`src/rtl/rtimer_pkg.sv`:
```
package rtimer_pkg;
    localparam int CNT_W  = 16;
    localparam int BUS_W  = 32;
    localparam int ADDR_W = 8;
    localparam int PS_W   = 3;
    localparam int DIV_W  = (1 << PS_W) - 1;

    localparam int OFS_CTRL  = 'h00;
    localparam int OFS_COUNT = 'h04;
    localparam int OFS_LIMIT = 'h08;
    localparam int OFS_START = 'h4C;

    localparam int BIT_IE   = 6;
    localparam int BIT_FLAG = 7;

    typedef enum logic [1:0] {
        SRC_OFF = 2'd0,
        SRC_SYS = 2'd1,
        SRC_RSV2 = 2'd2,
        SRC_RSV3 = 2'd3
    } src_e;

    typedef struct packed {
        logic            ie;
        src_e            src;
        logic [PS_W-1:0] psc;
    } ctrl_t;

    function automatic logic [DIV_W-1:0] div_mask(input logic [PS_W-1:0] e);
        logic [DIV_W-1:0] m;
        for (int i = 0; i < DIV_W; i++) m[i] = (i < int'(e));
        return m;
    endfunction
endpackage

```
`src/rtl/rtimer_prescale.sv`:
```
module rtimer_prescale #(
    parameter int PS_W = rtimer_pkg::PS_W
) (
    input  logic            clk,
    input  logic            rst,
    input  logic            run,
    input  logic [PS_W-1:0] psc,
    output logic            tick
);
    localparam int DIV_W = (1 << PS_W) - 1;

    logic [DIV_W-1:0] div_q;
    logic [DIV_W-1:0] mask;

    always_comb begin
        for (int i = 0; i < DIV_W; i++) mask[i] = (i < int'(psc));
    end

    assign tick = run && ((div_q & mask) == mask);

    always_ff @(posedge clk) begin
        if (rst || !run) div_q <= '0;
        else             div_q <= div_q + 1'b1;
    end

    // divider restarts from zero whenever the counter is stopped
    assert_div_clear_R4: assert property (@(posedge clk) disable iff (rst)
        !run |=> (div_q == '0));
    // with an exponent above zero, the first cycle after stopping never steps
    assert_no_early_R4: assert property (@(posedge clk) disable iff (rst)
        (!run && psc != '0) |=> !tick);
endmodule

```
`src/rtl/rtimer_dbuf.sv`:
```
module rtimer_dbuf #(
    parameter int W = rtimer_pkg::CNT_W
) (
    input  logic         clk,
    input  logic         rst,
    input  logic         wr,
    input  logic [W-1:0] din,
    input  logic         open,
    output logic [W-1:0] act
);
    logic [W-1:0] hold_q;
    logic [W-1:0] act_q;

    always_ff @(posedge clk) begin
        if (rst) begin
            hold_q <= '0;
            act_q  <= '0;
        end else begin
            if (wr)   hold_q <= din;
            if (open) act_q  <= hold_q;
        end
    end

    assign act = act_q;

    // active copy frozen while the count clock is on
    assert_hold_R10: assert property (@(posedge clk) disable iff (rst)
        !open |=> $stable(act_q));
    // active copy tracks the holding copy while the clock is off
    assert_follow_R10: assert property (@(posedge clk) disable iff (rst)
        open |=> (act_q == $past(hold_q)));
endmodule

```
`src/rtl/rtimer_core.sv`:
```
module rtimer_core #(
    parameter int CNT_W = rtimer_pkg::CNT_W
) (
    input  logic             clk,
    input  logic             rst,
    input  logic             tick,
    input  logic             load,
    input  logic             flag_clr,
    input  logic [CNT_W-1:0] limit,
    input  logic [CNT_W-1:0] start,
    output logic [CNT_W-1:0] cnt,
    output logic             flag
);
    logic [CNT_W-1:0] cnt_q;
    logic             flag_q;
    logic             wrap;

    assign wrap = tick && !load && (cnt_q == limit);

    always_ff @(posedge clk) begin
        if (rst) begin
            cnt_q  <= '0;
            flag_q <= 1'b0;
        end else begin
            if (load)      cnt_q <= start;
            else if (wrap) cnt_q <= start;
            else if (tick) cnt_q <= cnt_q + 1'b1;

            if (wrap)          flag_q <= 1'b1;
            else if (flag_clr) flag_q <= 1'b0;
        end
    end

    assign cnt  = cnt_q;
    assign flag = flag_q;

    assert_step_R5: assert property (@(posedge clk) disable iff (rst)
        (tick && !load && cnt_q != limit) |=> (cnt_q == $past(cnt_q) + CNT_W'(1)));
    assert_reload_R5: assert property (@(posedge clk) disable iff (rst)
        wrap |=> (cnt_q == $past(start)));
    assert_idle_R3: assert property (@(posedge clk) disable iff (rst)
        (!tick && !load) |=> $stable(cnt_q));
    assert_load_R9: assert property (@(posedge clk) disable iff (rst)
        load |=> (cnt_q == $past(start)));
    assert_flag_set_R6: assert property (@(posedge clk) disable iff (rst)
        wrap |=> flag_q);
    assert_flag_only_R6: assert property (@(posedge clk) disable iff (rst)
        (!wrap && !flag_q) |=> !flag_q);
    assert_flag_clr_R7: assert property (@(posedge clk) disable iff (rst)
        (flag_clr && !wrap) |=> !flag_q);
endmodule

```
`src/rtl/reload_timer.sv`:
```
module reload_timer #(
    parameter int CNT_W  = rtimer_pkg::CNT_W,
    parameter int BUS_W  = rtimer_pkg::BUS_W,
    parameter int ADDR_W = rtimer_pkg::ADDR_W
) (
    input  logic              clk,
    input  logic              rst,
    input  logic              wr_en,
    input  logic [ADDR_W-1:0] addr,
    input  logic [BUS_W-1:0]  wdata,
    output logic [BUS_W-1:0]  rdata,
    output logic              irq
);
    import rtimer_pkg::*;

    ctrl_t            ctrl_q;
    logic             irq_q;
    logic             sel_ctrl, sel_count, sel_limit, sel_start;
    logic             run, off, tick, flag;
    logic [CNT_W-1:0] cnt, limit_act, start_act;

    assign sel_ctrl  = (addr == ADDR_W'(OFS_CTRL));
    assign sel_count = (addr == ADDR_W'(OFS_COUNT));
    assign sel_limit = (addr == ADDR_W'(OFS_LIMIT));
    assign sel_start = (addr == ADDR_W'(OFS_START));

    always_ff @(posedge clk) begin
        if (rst) begin
            ctrl_q <= '0;
            irq_q  <= 1'b0;
        end else begin
            if (wr_en && sel_ctrl) begin
                ctrl_q.psc <= wdata[PS_W-1:0];
                ctrl_q.src <= src_e'(wdata[4:3]);
                ctrl_q.ie  <= wdata[BIT_IE];
            end
            irq_q <= flag && ctrl_q.ie;
        end
    end

    assign run = (ctrl_q.src == SRC_SYS);
    assign off = (ctrl_q.src == SRC_OFF);
    assign irq = irq_q;

    rtimer_prescale #(.PS_W(PS_W)) u_pre (
        .clk (clk), .rst (rst), .run (run), .psc (ctrl_q.psc), .tick (tick)
    );

    rtimer_dbuf #(.W(CNT_W)) u_limit (
        .clk (clk), .rst (rst), .wr (wr_en && sel_limit),
        .din (wdata[CNT_W-1:0]), .open (off), .act (limit_act)
    );

    rtimer_dbuf #(.W(CNT_W)) u_start (
        .clk (clk), .rst (rst), .wr (wr_en && sel_start),
        .din (wdata[CNT_W-1:0]), .open (off), .act (start_act)
    );

    rtimer_core #(.CNT_W(CNT_W)) u_core (
        .clk      (clk),
        .rst      (rst),
        .tick     (tick),
        .load     (wr_en && sel_count),
        .flag_clr (wr_en && sel_ctrl && !wdata[BIT_FLAG]),
        .limit    (limit_act),
        .start    (start_act),
        .cnt      (cnt),
        .flag     (flag)
    );

    always_comb begin
        rdata = '0;
        if (sel_ctrl)       rdata = BUS_W'({flag, ctrl_q.ie, 1'b0, ctrl_q.src, ctrl_q.psc});
        else if (sel_count) rdata = BUS_W'(cnt);
        else if (sel_limit) rdata = BUS_W'(limit_act);
        else if (sel_start) rdata = BUS_W'(start_act);
    end

    // interrupt stays low one cycle after the enable is off
    assert_irq_gate_R8: assert property (@(posedge clk) disable iff (rst)
        !ctrl_q.ie |=> !irq_q);
    // interrupt follows a set flag with enable on
    assert_irq_raise_R8: assert property (@(posedge clk) disable iff (rst)
        (flag && ctrl_q.ie) |=> irq_q);
    // a stopped or reserved source never steps the counter
    assert_stopped_R3: assert property (@(posedge clk) disable iff (rst)
        (!run && !(wr_en && sel_count)) |=> $stable(cnt));
endmodule

```
`config.mk`:
```
export PLATFORM = sky130hd
export DESIGN_NAME = reload_timer
export DESIGN_NICKNAME = d
export VERILOG_FILES = /design/src/rtl/rtimer_pkg.sv /design/src/rtl/rtimer_prescale.sv /design/src/rtl/rtimer_dbuf.sv /design/src/rtl/rtimer_core.sv /design/src/rtl/reload_timer.sv
export SDC_FILE = /design/constraint.sdc
export NUM_CORES = 1
export LEC_CHECK = 0
export CAP_MARGIN = 20
export CORE_ASPECT_RATIO = 1.75
export CORE_UTILIZATION = 55
export DETAILED_ROUTE_END_ITERATION = 8
export GPL_TIMING_DRIVEN = 0
export PLACE_DENSITY = 0.82
export SLEW_MARGIN = 20
export SYNTH_ARGS = -nofsm -noshare
export SYNTH_HDL_FRONTEND = slang
export SYNTH_SLANG_ARGS = --single-unit
```
`constraint.sdc`:
```
create_clock -name clk -period 5.44 [get_ports clk]
set_clock_uncertainty 0.15 [all_clocks]
set_input_delay 0.544 -clock clk [delete_from_list [all_inputs] [get_ports clk]]
set_output_delay 0.544 -clock clk [all_outputs]
set_load 0.01 [all_outputs]
```
Word level (Yosys, flattened, before mapping)
Index checks and enable logic that the tools add are counted.

storage, ports and cells
  register bits = 95
  output and inout bits = 33
  logic and storage cells = 53

operators by class
  reductions and logical operators = 17
  bitwise logic cells = 1
  eq/ne operators = 6
  $lt $le $gt $ge = 7
  multiplexer cells = 9
  $add $sub $neg = 2

operator list
  cell                     count
  $mux W16                 7
  $add A16 B1 Y16 const B  1
  $eq A16 B16 Y1           1
  $logic_and A1 B1 Y1      9
  $lt A3 B3 Y1 const A     3
  $eq A8 B3 Y1 const B     1
  $eq A8 B4 Y1 const B     1
  $eq A8 B7 Y1 const B     1
  $logic_not A8 Y1         1
  $add A7 B1 Y7 const B    1
  $and A7 B7 Y7            1
  $eq A7 B7 Y1             1
  $lt A1 B3 Y1 const A     2
  $lt A2 B3 Y1 const A     2
  $logic_not A1 Y1         3
  $reduce_bool A3 Y1       1
  $eq A2 B1 Y1 const B     1
  $logic_not A2 Y1         1
  $mux W1                  2
  $reduce_bool A2 Y1       1
  $logic_or A1 B1 Y1       1

Depth between registers and ports, before layout
Gate-level depths: netlist of the first run.

  depth after elaboration = 8
  gate-level depth with buffers = 8
  depth with buffers taken out = 7

Cells and area by module
A second synthesis of the first run with hierarchy kept.

second synthesis, totals
  cell total of the unflattened synthesis = 563
  area total of the unflattened synthesis = 5032.3 um^2

modules (own cells, without submodules)
  module           times used  cells each  seq. area each (um^2)  area an instance (um^2)
  rtimer_dbuf      2           103         640.6                  1157.4
  rtimer_core      1           168         340.3                  1318.8
  reload_timer     1           151         140.1                  1077.3
  rtimer_prescale  1           38          140.1                  321.6

Worst setup path after synthesis of the first run
OpenSTA, ideal clock, no wires.

  path kind = input to output
  from = input addr[2]
  to = output rdata[7]
  arrival = 1.878 ns
  stages on the path = 5
  required time = 4.746 ns
  setup slack = 2.868 ns
  cells stage by stage = or4_4 nor3_4 clkbuf_1 a222oi_1 nand2_1

between the ends
  cells in the longest elaborated chain, start to end = 5
  elaborated cells on any way between the ends = 8

ends and longest elaborated chain
  item             RTL line            source
  start, declared  reload_timer.sv:9   input logic [ADDR_W-1:0] addr,
  $eq A8 B7 Y1     reload_timer.sv:25  assign sel_start = (addr == ADDR_W'(OFS_START));
  $mux W16         reload_timer.sv:76  else if (sel_start) rdata = BUS_W'(start_act);
  $mux W16         reload_timer.sv:75  else if (sel_limit) rdata = BUS_W'(limit_act);
  $mux W16         reload_timer.sv:74  else if (sel_count) rdata = BUS_W'(cnt);
  $mux W16 (*)     reload_timer.sv:73  if (sel_ctrl) rdata = BUS_W'({flag, ctrl_q.ie, 1'b0, ctrl_q.src, ctrl_q.psc});
  end, declared    reload_timer.sv:11  output logic [BUS_W-1:0] rdata,

Mark *: on every way between the ends. The rest lies on a longest branch, timed or not.

Worst setup path after layout of the first run
  from = input addr[5]
  to = output rdata[12]

The elaborated chain is that of the path after synthesis.

==> implementation parameters, run 1 <==
Parameter                              Value

GRT
  Global routing usage summed across all routing layers ... 0.311
  Pin count of the biggest net entering global routing ... 18
  Vias in the first global route ... 4313
  GRT Residual Overflow ... 0
  Number of antenna violations at the first check in global routing ... 0
  Wire length of the first global-routing pass ... 20.6 mm

Clock tree
  CTS tree ... built
  Htree depth ... 3
  Clock-pin slew on the worst setup and hold paths ... 0.07 ns
  Root buf cell ... clkbuf_16
  Buffers inserted during post-CTS setup optimization ... 0
  Clock latency on the worst-skew pair ... 0.35 ns
  # clock sinks ... 95
  Longest Clk Path Bufs ... 2
  Number of instances resized during post-cts repair ... 0
  TritonCTS Buffers ... 9
  Hold buffers post-CTS ... 0

Power and ir drop
  Power dissipated by switching net loads ... 0.000322 W
  Power density relative to cell area ... 257 nW/um2
  Logic gate share of total power ... 0.046
  Maximum vdd ir drop ... 0.233 mV
  Clock power share ... 0.461
  Internal Pwr Total ... 0.00109 W
  Sequential group share of total power ... 0.493
  Switching part of the total ... 0.228
  Leakage power total ... 2.05 nW

STA
  Number of max-slew violations in the final report ... 0
  Setup violators final ... 0
  Maximum clock frequency ... 253 MHz
  Total count of hold-check failures in the final report ... 0
  Period utilization ... 0.728
  Sum of negative setup slack ... 0 ns
  Hold slack final ... 0.304 ns
  Remaining max-slew budget at the tightest pin ... 0.532
  Unrepaired setup endpoints after global routing ... no
  Tightest Pin Transition ... 0.696 ns
  Tmin final ... 3.96 ns

Synth
  Proportion of synthesized flip-flops having asynchronous set or reset ... 0
  Synth top area share ... 0.415
  Sequential-to-total area share from yosys stat ... 0.415
  Synth warnings ... 0
  Mean instance size in the synthesized netlist ... 7.75 um2
  Cell type with the highest aggregate area in the netlist ... dfxtp_1
  Cell types with the largest area share after synthesis ... dfxtp_1 41%, nand2_1 14%, a21oi_1 8.8%, xor2_1 3.6%, a222oi_1 3.5%
  Netlist area before placement ... 4580 um2
  Post-synth cell types ... 53
  Prevailing post-synth register cell ... dfxtp_1
  EDFF count, synth ... 0
  Synthesis-stage register bit count ... 95
  Synthesized instance count ... 591

Drt
  Met1 Routed Length ... 4.70 mm
  Highest metal layer with signal wires ... met4
  Total number of vias ... 4502
  Mean number of vias per cell ... 5.96
  Average routed wire per standard cell ... 17.2 um
  First-pass DRT Iterations ... 8
  Routed wl met2 ... 6.78 mm
  Routed met3 length ... 800 um
  DR iter-0 viols ... 540
  Drt drc ... 5
  Final Routed Wirelength ... 13.0 mm
  Remaining number of nets flagged by the antenna check after routing ... 0

Placement
  Final HPWL DP ... 9.65 mm
  IO Port Bufs ... 43
  Placer congestion estimate ... 0.929

Setup path
  Crit Path Category ... in2out
  Critical path endpoint category ... primary output
  Launching element type of the critical path ... input pin
  CP Max Fanout ... 10
  Arrival time at the worst endpoint ... 3.27 ns
  Worst EP required ... 4.75 ns

Worst hold path
  Worst min-delay path category ... reg2reg

Floorplan
  I/O pin count ... 76
  Total Die Area ... 8720 um2
  Floorplan core area ... 8020 um2
  Die span in y ... 123 um
  Overall die width ... 71.0 um
  Initial core utilization ... 0.572
  Count of standard-cell rows ... 43

Finish
  Number of fill cells ... 669
  Layout-stage area growth over the synthesis result ... 19.7%
  Fraction of final layout cells with drive strength greater than 1 ... 0.0962
  Count of antenna diodes in the layout ... 0
  Final net count ... 705

Run status
  Violations in the final reports ... DRC
  Run status ... finished, violations left

Run
  Number of maximum-capacitance violations ... 0
[routing by layer]
metal / track usage / up-vias
li1: - / 2144
met1: 0.321 / 2089
met2: 0.565 / 215
met3: 0.0591 / 54
met4: 0.205 / 0
met5: 0 / -
[placed cells by master, fill, tap and decap left out, types with 3 or more instances in the layout]
cell type | Yosys | layout
and3_1 | 5 | 5
nor3_1 | 6 | 6
nand2b_1 | 5 | 5
xnor2_1 | 4 | 4
nand2_1 | 170 | 170
a222oi_1 | 16 | 16
o32ai_1 | 4 | 4
o21ai_0 | 13 | 13
inv_1 | 13 | 13
clkbuf_16 | 0 | 9
nor2_1 | 21 | 21
buf_2 | 12 | 12
clkdlybuf4s50_1 | 0 | 43
and2_1 | 4 | 4
a211oi_1 | 3 | 3
nor4_1 | 5 | 5
and4_1 | 5 | 5
dfxtp_1 | 95 | 95
xor2_1 | 19 | 19
or3_1 | 4 | 4
buf_4 | 19 | 19
buf_6 | 3 | 3
inv_6 | 0 | 3
clkbuf_1 | 21 | 22
a31oi_1 | 6 | 6
a21oi_1 | 81 | 81
nor4_2 | 3 | 3
nand3_1 | 13 | 13
nand4_1 | 5 | 5
conb_1 | 1 | 16
[Yosys cell counts (6+ instances only)]
cell / instances
a222oi_1: 16
nor2_1: 21
dfxtp_1: 95
o21ai_0: 13
xor2_1: 19
nor3_1: 6
a21oi_1: 81
buf_4: 19
nand3_1: 13
a31oi_1: 6
inv_1: 13
clkbuf_1: 21
buf_2: 12
nand2_1: 170
[final timing paths]
path / start / endpoint / slack (ns) / cells past startpoint
hold reg to reg: u_limit.hold_q[5] / u_limit.act[5] / 0.30 / 2
setup / recovery: addr[5] / rdata[12] / 1.48 / 8
hold / removal: u_limit.hold_q[5] / u_limit.act[5] / 0.30 / 2
setup reg to reg: u_core.cnt[13] / u_core.cnt[4] / 3.08 / 6
[power by group through the flow]
stage	registers, W	logic [W]	clock network [W]
3_5_place_dp	0.000712	0.0000634	0
2_1_floorplan	0.000712	0.0000306	0
5_1_grt	0.000696	0.0000686	0.000681
6_report	0.000696	0.0000646	0.000650
4_1_cts	0.000696	0.0000637	0.000650
3_3_place_gp	0.000712	0.0000626	0
[critical path: stages]
cell	delay, ns
clkdlybuf4s50_1	0.45
nor4b_1	0.46
and4_1	0.25
buf_2	0.24
clkbuf_1	0.44
a222oi_1	0.22
inv_1	0.12
clkdlybuf4s50_1	0.54
[flip-flops by register name, indices dropped and copies added (netlist names)]
register	flops
u_core.cnt	16
u_limit.act	16
u_limit.hold_q	16
u_start.act	16
u_start.hold_q	16
u_pre.div_q	7
ctrl_q	6
irq	1
u_core.flag	1
[kinds of logic (layout without fill, tap and decap cells)]
logic type	count (synthesis)	after routing	share of synthesized area
xor+xnor	23	23	0.0440
buf+inv	70	129	0.0811
compound gates	137	137	0.185
other cells	1	16	0.000818
flops	95	95	0.415
simple gates	263	263	0.269
fa+ha+maj	2	2	0.00546
[final cells by class]
type                       count  area [um2]  share of cell area
buffer                        57         323              0.0589
clock buffer                  10         229              0.0418
clock inverter                 6        72.6              0.0132
inverter                      13        48.8             0.00890
multi-input combinational    441        2370               0.431
sequential                    95        1900               0.347
tap                           90         113              0.0205
timing repair buffer          43         430              0.0785
[through the flow]
stage / power (W) / area [um2] / cells / utilization / setup slack [ns]
6_report: 0.00141 / 5480 / 755 / 0.684 / 1.48
5_1_grt: 0.00145 / 5480 / 755 / 0.684 / 1.30
2_1_floorplan: 0.000743 / 4640 / 606 / - / 2.87
3_5_place_dp: 0.000776 / 5180 / 739 / 0.646 / 1.57
4_1_cts: 0.00141 / 5480 / 755 / 0.684 / 1.52
3_3_place_gp: 0.000775 / 5180 / 739 / 0.646 / 1.68
Power figures use the tool's default switching activity.
==> run 2, diff against run 1 <==
--- a/config.mk
+++ b/config.mk
@@ -7,10 +7,10 @@
 export LEC_CHECK = 0
 export CAP_MARGIN = 20
 export CORE_ASPECT_RATIO = 1.75
-export CORE_UTILIZATION = 55
+export CORE_UTILIZATION = 53
 export DETAILED_ROUTE_END_ITERATION = 8
 export GPL_TIMING_DRIVEN = 0
-export PLACE_DENSITY = 0.82
+export PLACE_DENSITY = 0.79
 export SLEW_MARGIN = 20
 export SYNTH_ARGS = -nofsm -noshare
 export SYNTH_HDL_FRONTEND = slang
==> constraint.sdc (replaced) <==
create_clock -name clk -period 3.7 [get_ports clk]
set_clock_uncertainty 0.15 [all_clocks]
set_input_delay 0.37 -clock clk [delete_from_list [all_inputs] [get_ports clk]]
set_output_delay 0.37 -clock clk [all_outputs]
set_load 0.01 [all_outputs]
==> implementation parameters, run 2 (synthesized netlist as in run 1, its figures left out) <==
Parameter                              Value

Run status
  Run status ... completed

Finish
  Most used cells in the layout excluding fill and tap cells ... 170 x nand2_1, 95 x dfxtp_1, 81 x a21oi_1
  Count of antenna diodes in the layout ... 0
  Commonest non-fill, non-tap cell in the layout ... nand2_1
  Layout-stage area growth over the synthesis result ... 20.9%
  Final net count ... 705
  Number of fill cells ... 712
  Fraction of final layout cells with drive strength greater than 1 ... 0.0977

GRT
  GRT Residual Overflow ... 0
  Pin count of the biggest net entering global routing ... 18
  Wire length of the first global-routing pass ... 20.9 mm
  Number of antenna violations at the first check in global routing ... 0
  Vias in the first global route ... 4344
  Global routing usage summed across all routing layers ... 0.301

Clock tree
  Root buf cell ... clkbuf_16
  Buffers inserted during post-CTS setup optimization ... 0
  Hold buffers post-CTS ... 0
  Number of instances resized during post-cts repair ... 0
  TritonCTS Buffers ... 9
  Clock latency on the worst-skew pair ... 0.36 ns
  Longest Clk Path Bufs ... 2
  Clock-pin slew on the worst setup and hold paths ... 0.07 ns
  Htree depth ... 3
  # clock sinks ... 95
  CTS tree ... built

Placement
  IO Port Bufs ... 43
  Placer congestion estimate ... 0.942
  Post-place setup slack ... 0.213 ns
  Final HPWL DP ... 9.83 mm

STA
  Sum of negative setup slack ... 0 ns
  Period utilization ... 0.950
  Number of max-slew violations in the final report ... 0
  Final setup margin ... 0.185 ns
  Maximum clock frequency ... 284 MHz
  Tmin final ... 3.52 ns
  Setup violators final ... 0
  Unrepaired setup endpoints after global routing ... no
  Tightest Pin Transition ... 0.691 ns
  Total count of hold-check failures in the final report ... 0
  Remaining max-slew budget at the tightest pin ... 0.540

Setup path
  Crit path largest cell delay ... 0.58 ns
  Crit Path Category ... in2out
  Cell repeated most along the worst path ... clkdlybuf4s50_1
  Slowest cell on the critical path ... or4_4
  CP Max Fanout ... 10
  Critical path endpoint category ... primary output
  Arrival time at the worst endpoint ... 3.00 ns
  Launching element type of the critical path ... input pin
  Worst EP required ... 3.18 ns
  Critical Path, Cell by Cell ... clkdlybuf4s50_1 > or4_4 > nor3_4 > clkbuf_1 > a222oi_1 > inv_1 > clkdlybuf4s50_1

Floorplan
  Total Die Area ... 9040 um2
  Floorplan core area ... 8310 um2
  Die span in y ... 125 um
  Initial core utilization ... 0.551
  I/O pin count ... 76
  Overall die width ... 72.3 um
  Count of standard-cell rows ... 44

Drt
  Total number of vias ... 4460
  Remaining number of nets flagged by the antenna check after routing ... 0
  Average routed wire per standard cell ... 16.8 um
  Drt drc ... 0
  First-pass DRT Iterations ... 6
  DR iter-0 viols ... 580
  Mean number of vias per cell ... 5.72
  Final Routed Wirelength ... 13.1 mm

Worst hold path
  Worst min-delay path category ... reg2reg

Power and ir drop
  Clock power share ... 0.481
  Internal Pwr Total ... 0.00167 W
  Logic gate share of total power ... 0.044
  Leakage power total ... 2.06 nW
  Power dissipated by switching net loads ... 0.000487 W
  Switching part of the total ... 0.226
  Power density relative to cell area ... 389 nW/um2
  Sequential group share of total power ... 0.475
  Maximum vdd ir drop ... 0.327 mV

Run
  Number of maximum-capacitance violations ... 0
run 2: cell count changes in the layout (fill, tap and decap cells not counted):
cell	before	now
inv_6	3	1
clkbuf_1	22	21
inv_8	1	2
clkinvlp_4	0	1
bufinv_16	1	2
run 2: final timing paths:
| kind | cells after the start | from | endpoint | slack, ns |
|---|---|---|---|---|
| worst min register to register | 2 | u_start.hold_q[3] | u_start.act[3] | 0.30 |
| worst max-delay path | 7 | addr[2] | rdata[8] | 0.18 |
| worst min-delay path | 2 | u_start.hold_q[3] | u_start.act[3] | 0.30 |
| worst max register to register | 6 | u_core.cnt[13] | u_core.cnt[4] | 1.36 |
run 2: critical path: cells and delay by family:
kind / cells / cell delay, ns
simple gates: 2 / 0.94
buf+inv: 4 / 1.48
compound gates: 1 / 0.20
run 2: layer usage:
metal | vias to the layer above | global-route usage | wire length [um] | share of wire
li1 | 2146 | - | - | -
met1 | 2054 | 0.331 | 4850 | 0.37
met2 | 205 | 0.527 | 6850 | 0.52
met3 | 55 | 0.0492 | 777 | 0.059
met4 | 0 | 0.179 | 642 | 0.049
met5 | - | 0 | 0 | 0
run 2: cell type report:
type / count / area [um2] / share of cell area
multi-input cells: 441 / 2370 / 0.427
plain buffers: 57 / 323 / 0.0582
repair buffers: 43 / 430 / 0.0777
inverters: 13 / 48.8 / 0.00880
well taps: 115 / 144 / 0.0260
clock inverters: 7 / 104 / 0.0187
flip-flops and latches: 95 / 1900 / 0.343
clock buffers: 9 / 225 / 0.0406
run 2: power groups by stage:
| stage | combinational (W) | sequential (W) | clock, W |
|---|---|---|---|
| floorplan | 0.0000451 | 0.00105 | 0 |
| global placement | 0.0000920 | 0.00105 | 0 |
| detailed placement | 0.0000929 | 0.00105 | 0 |
| CTS | 0.0000936 | 0.00102 | 0.00103 |
| global route | 0.000101 | 0.00102 | 0.00108 |
| finish | 0.0000949 | 0.00102 | 0.00104 |
run 2: metrics by stage:
stage	instance area [um2]	instances	total power [W]	util	hold WS, ns
global placement	5210	764	0.00114	0.627	0.295
floorplan	4640	606	0.00109	-	0.269
global route	5540	780	0.00220	0.667	0.315
finish	5540	780	0.00216	0.667	0.305
CTS	5540	780	0.00215	0.667	0.304
detailed placement	5210	764	0.00114	0.627	0.289
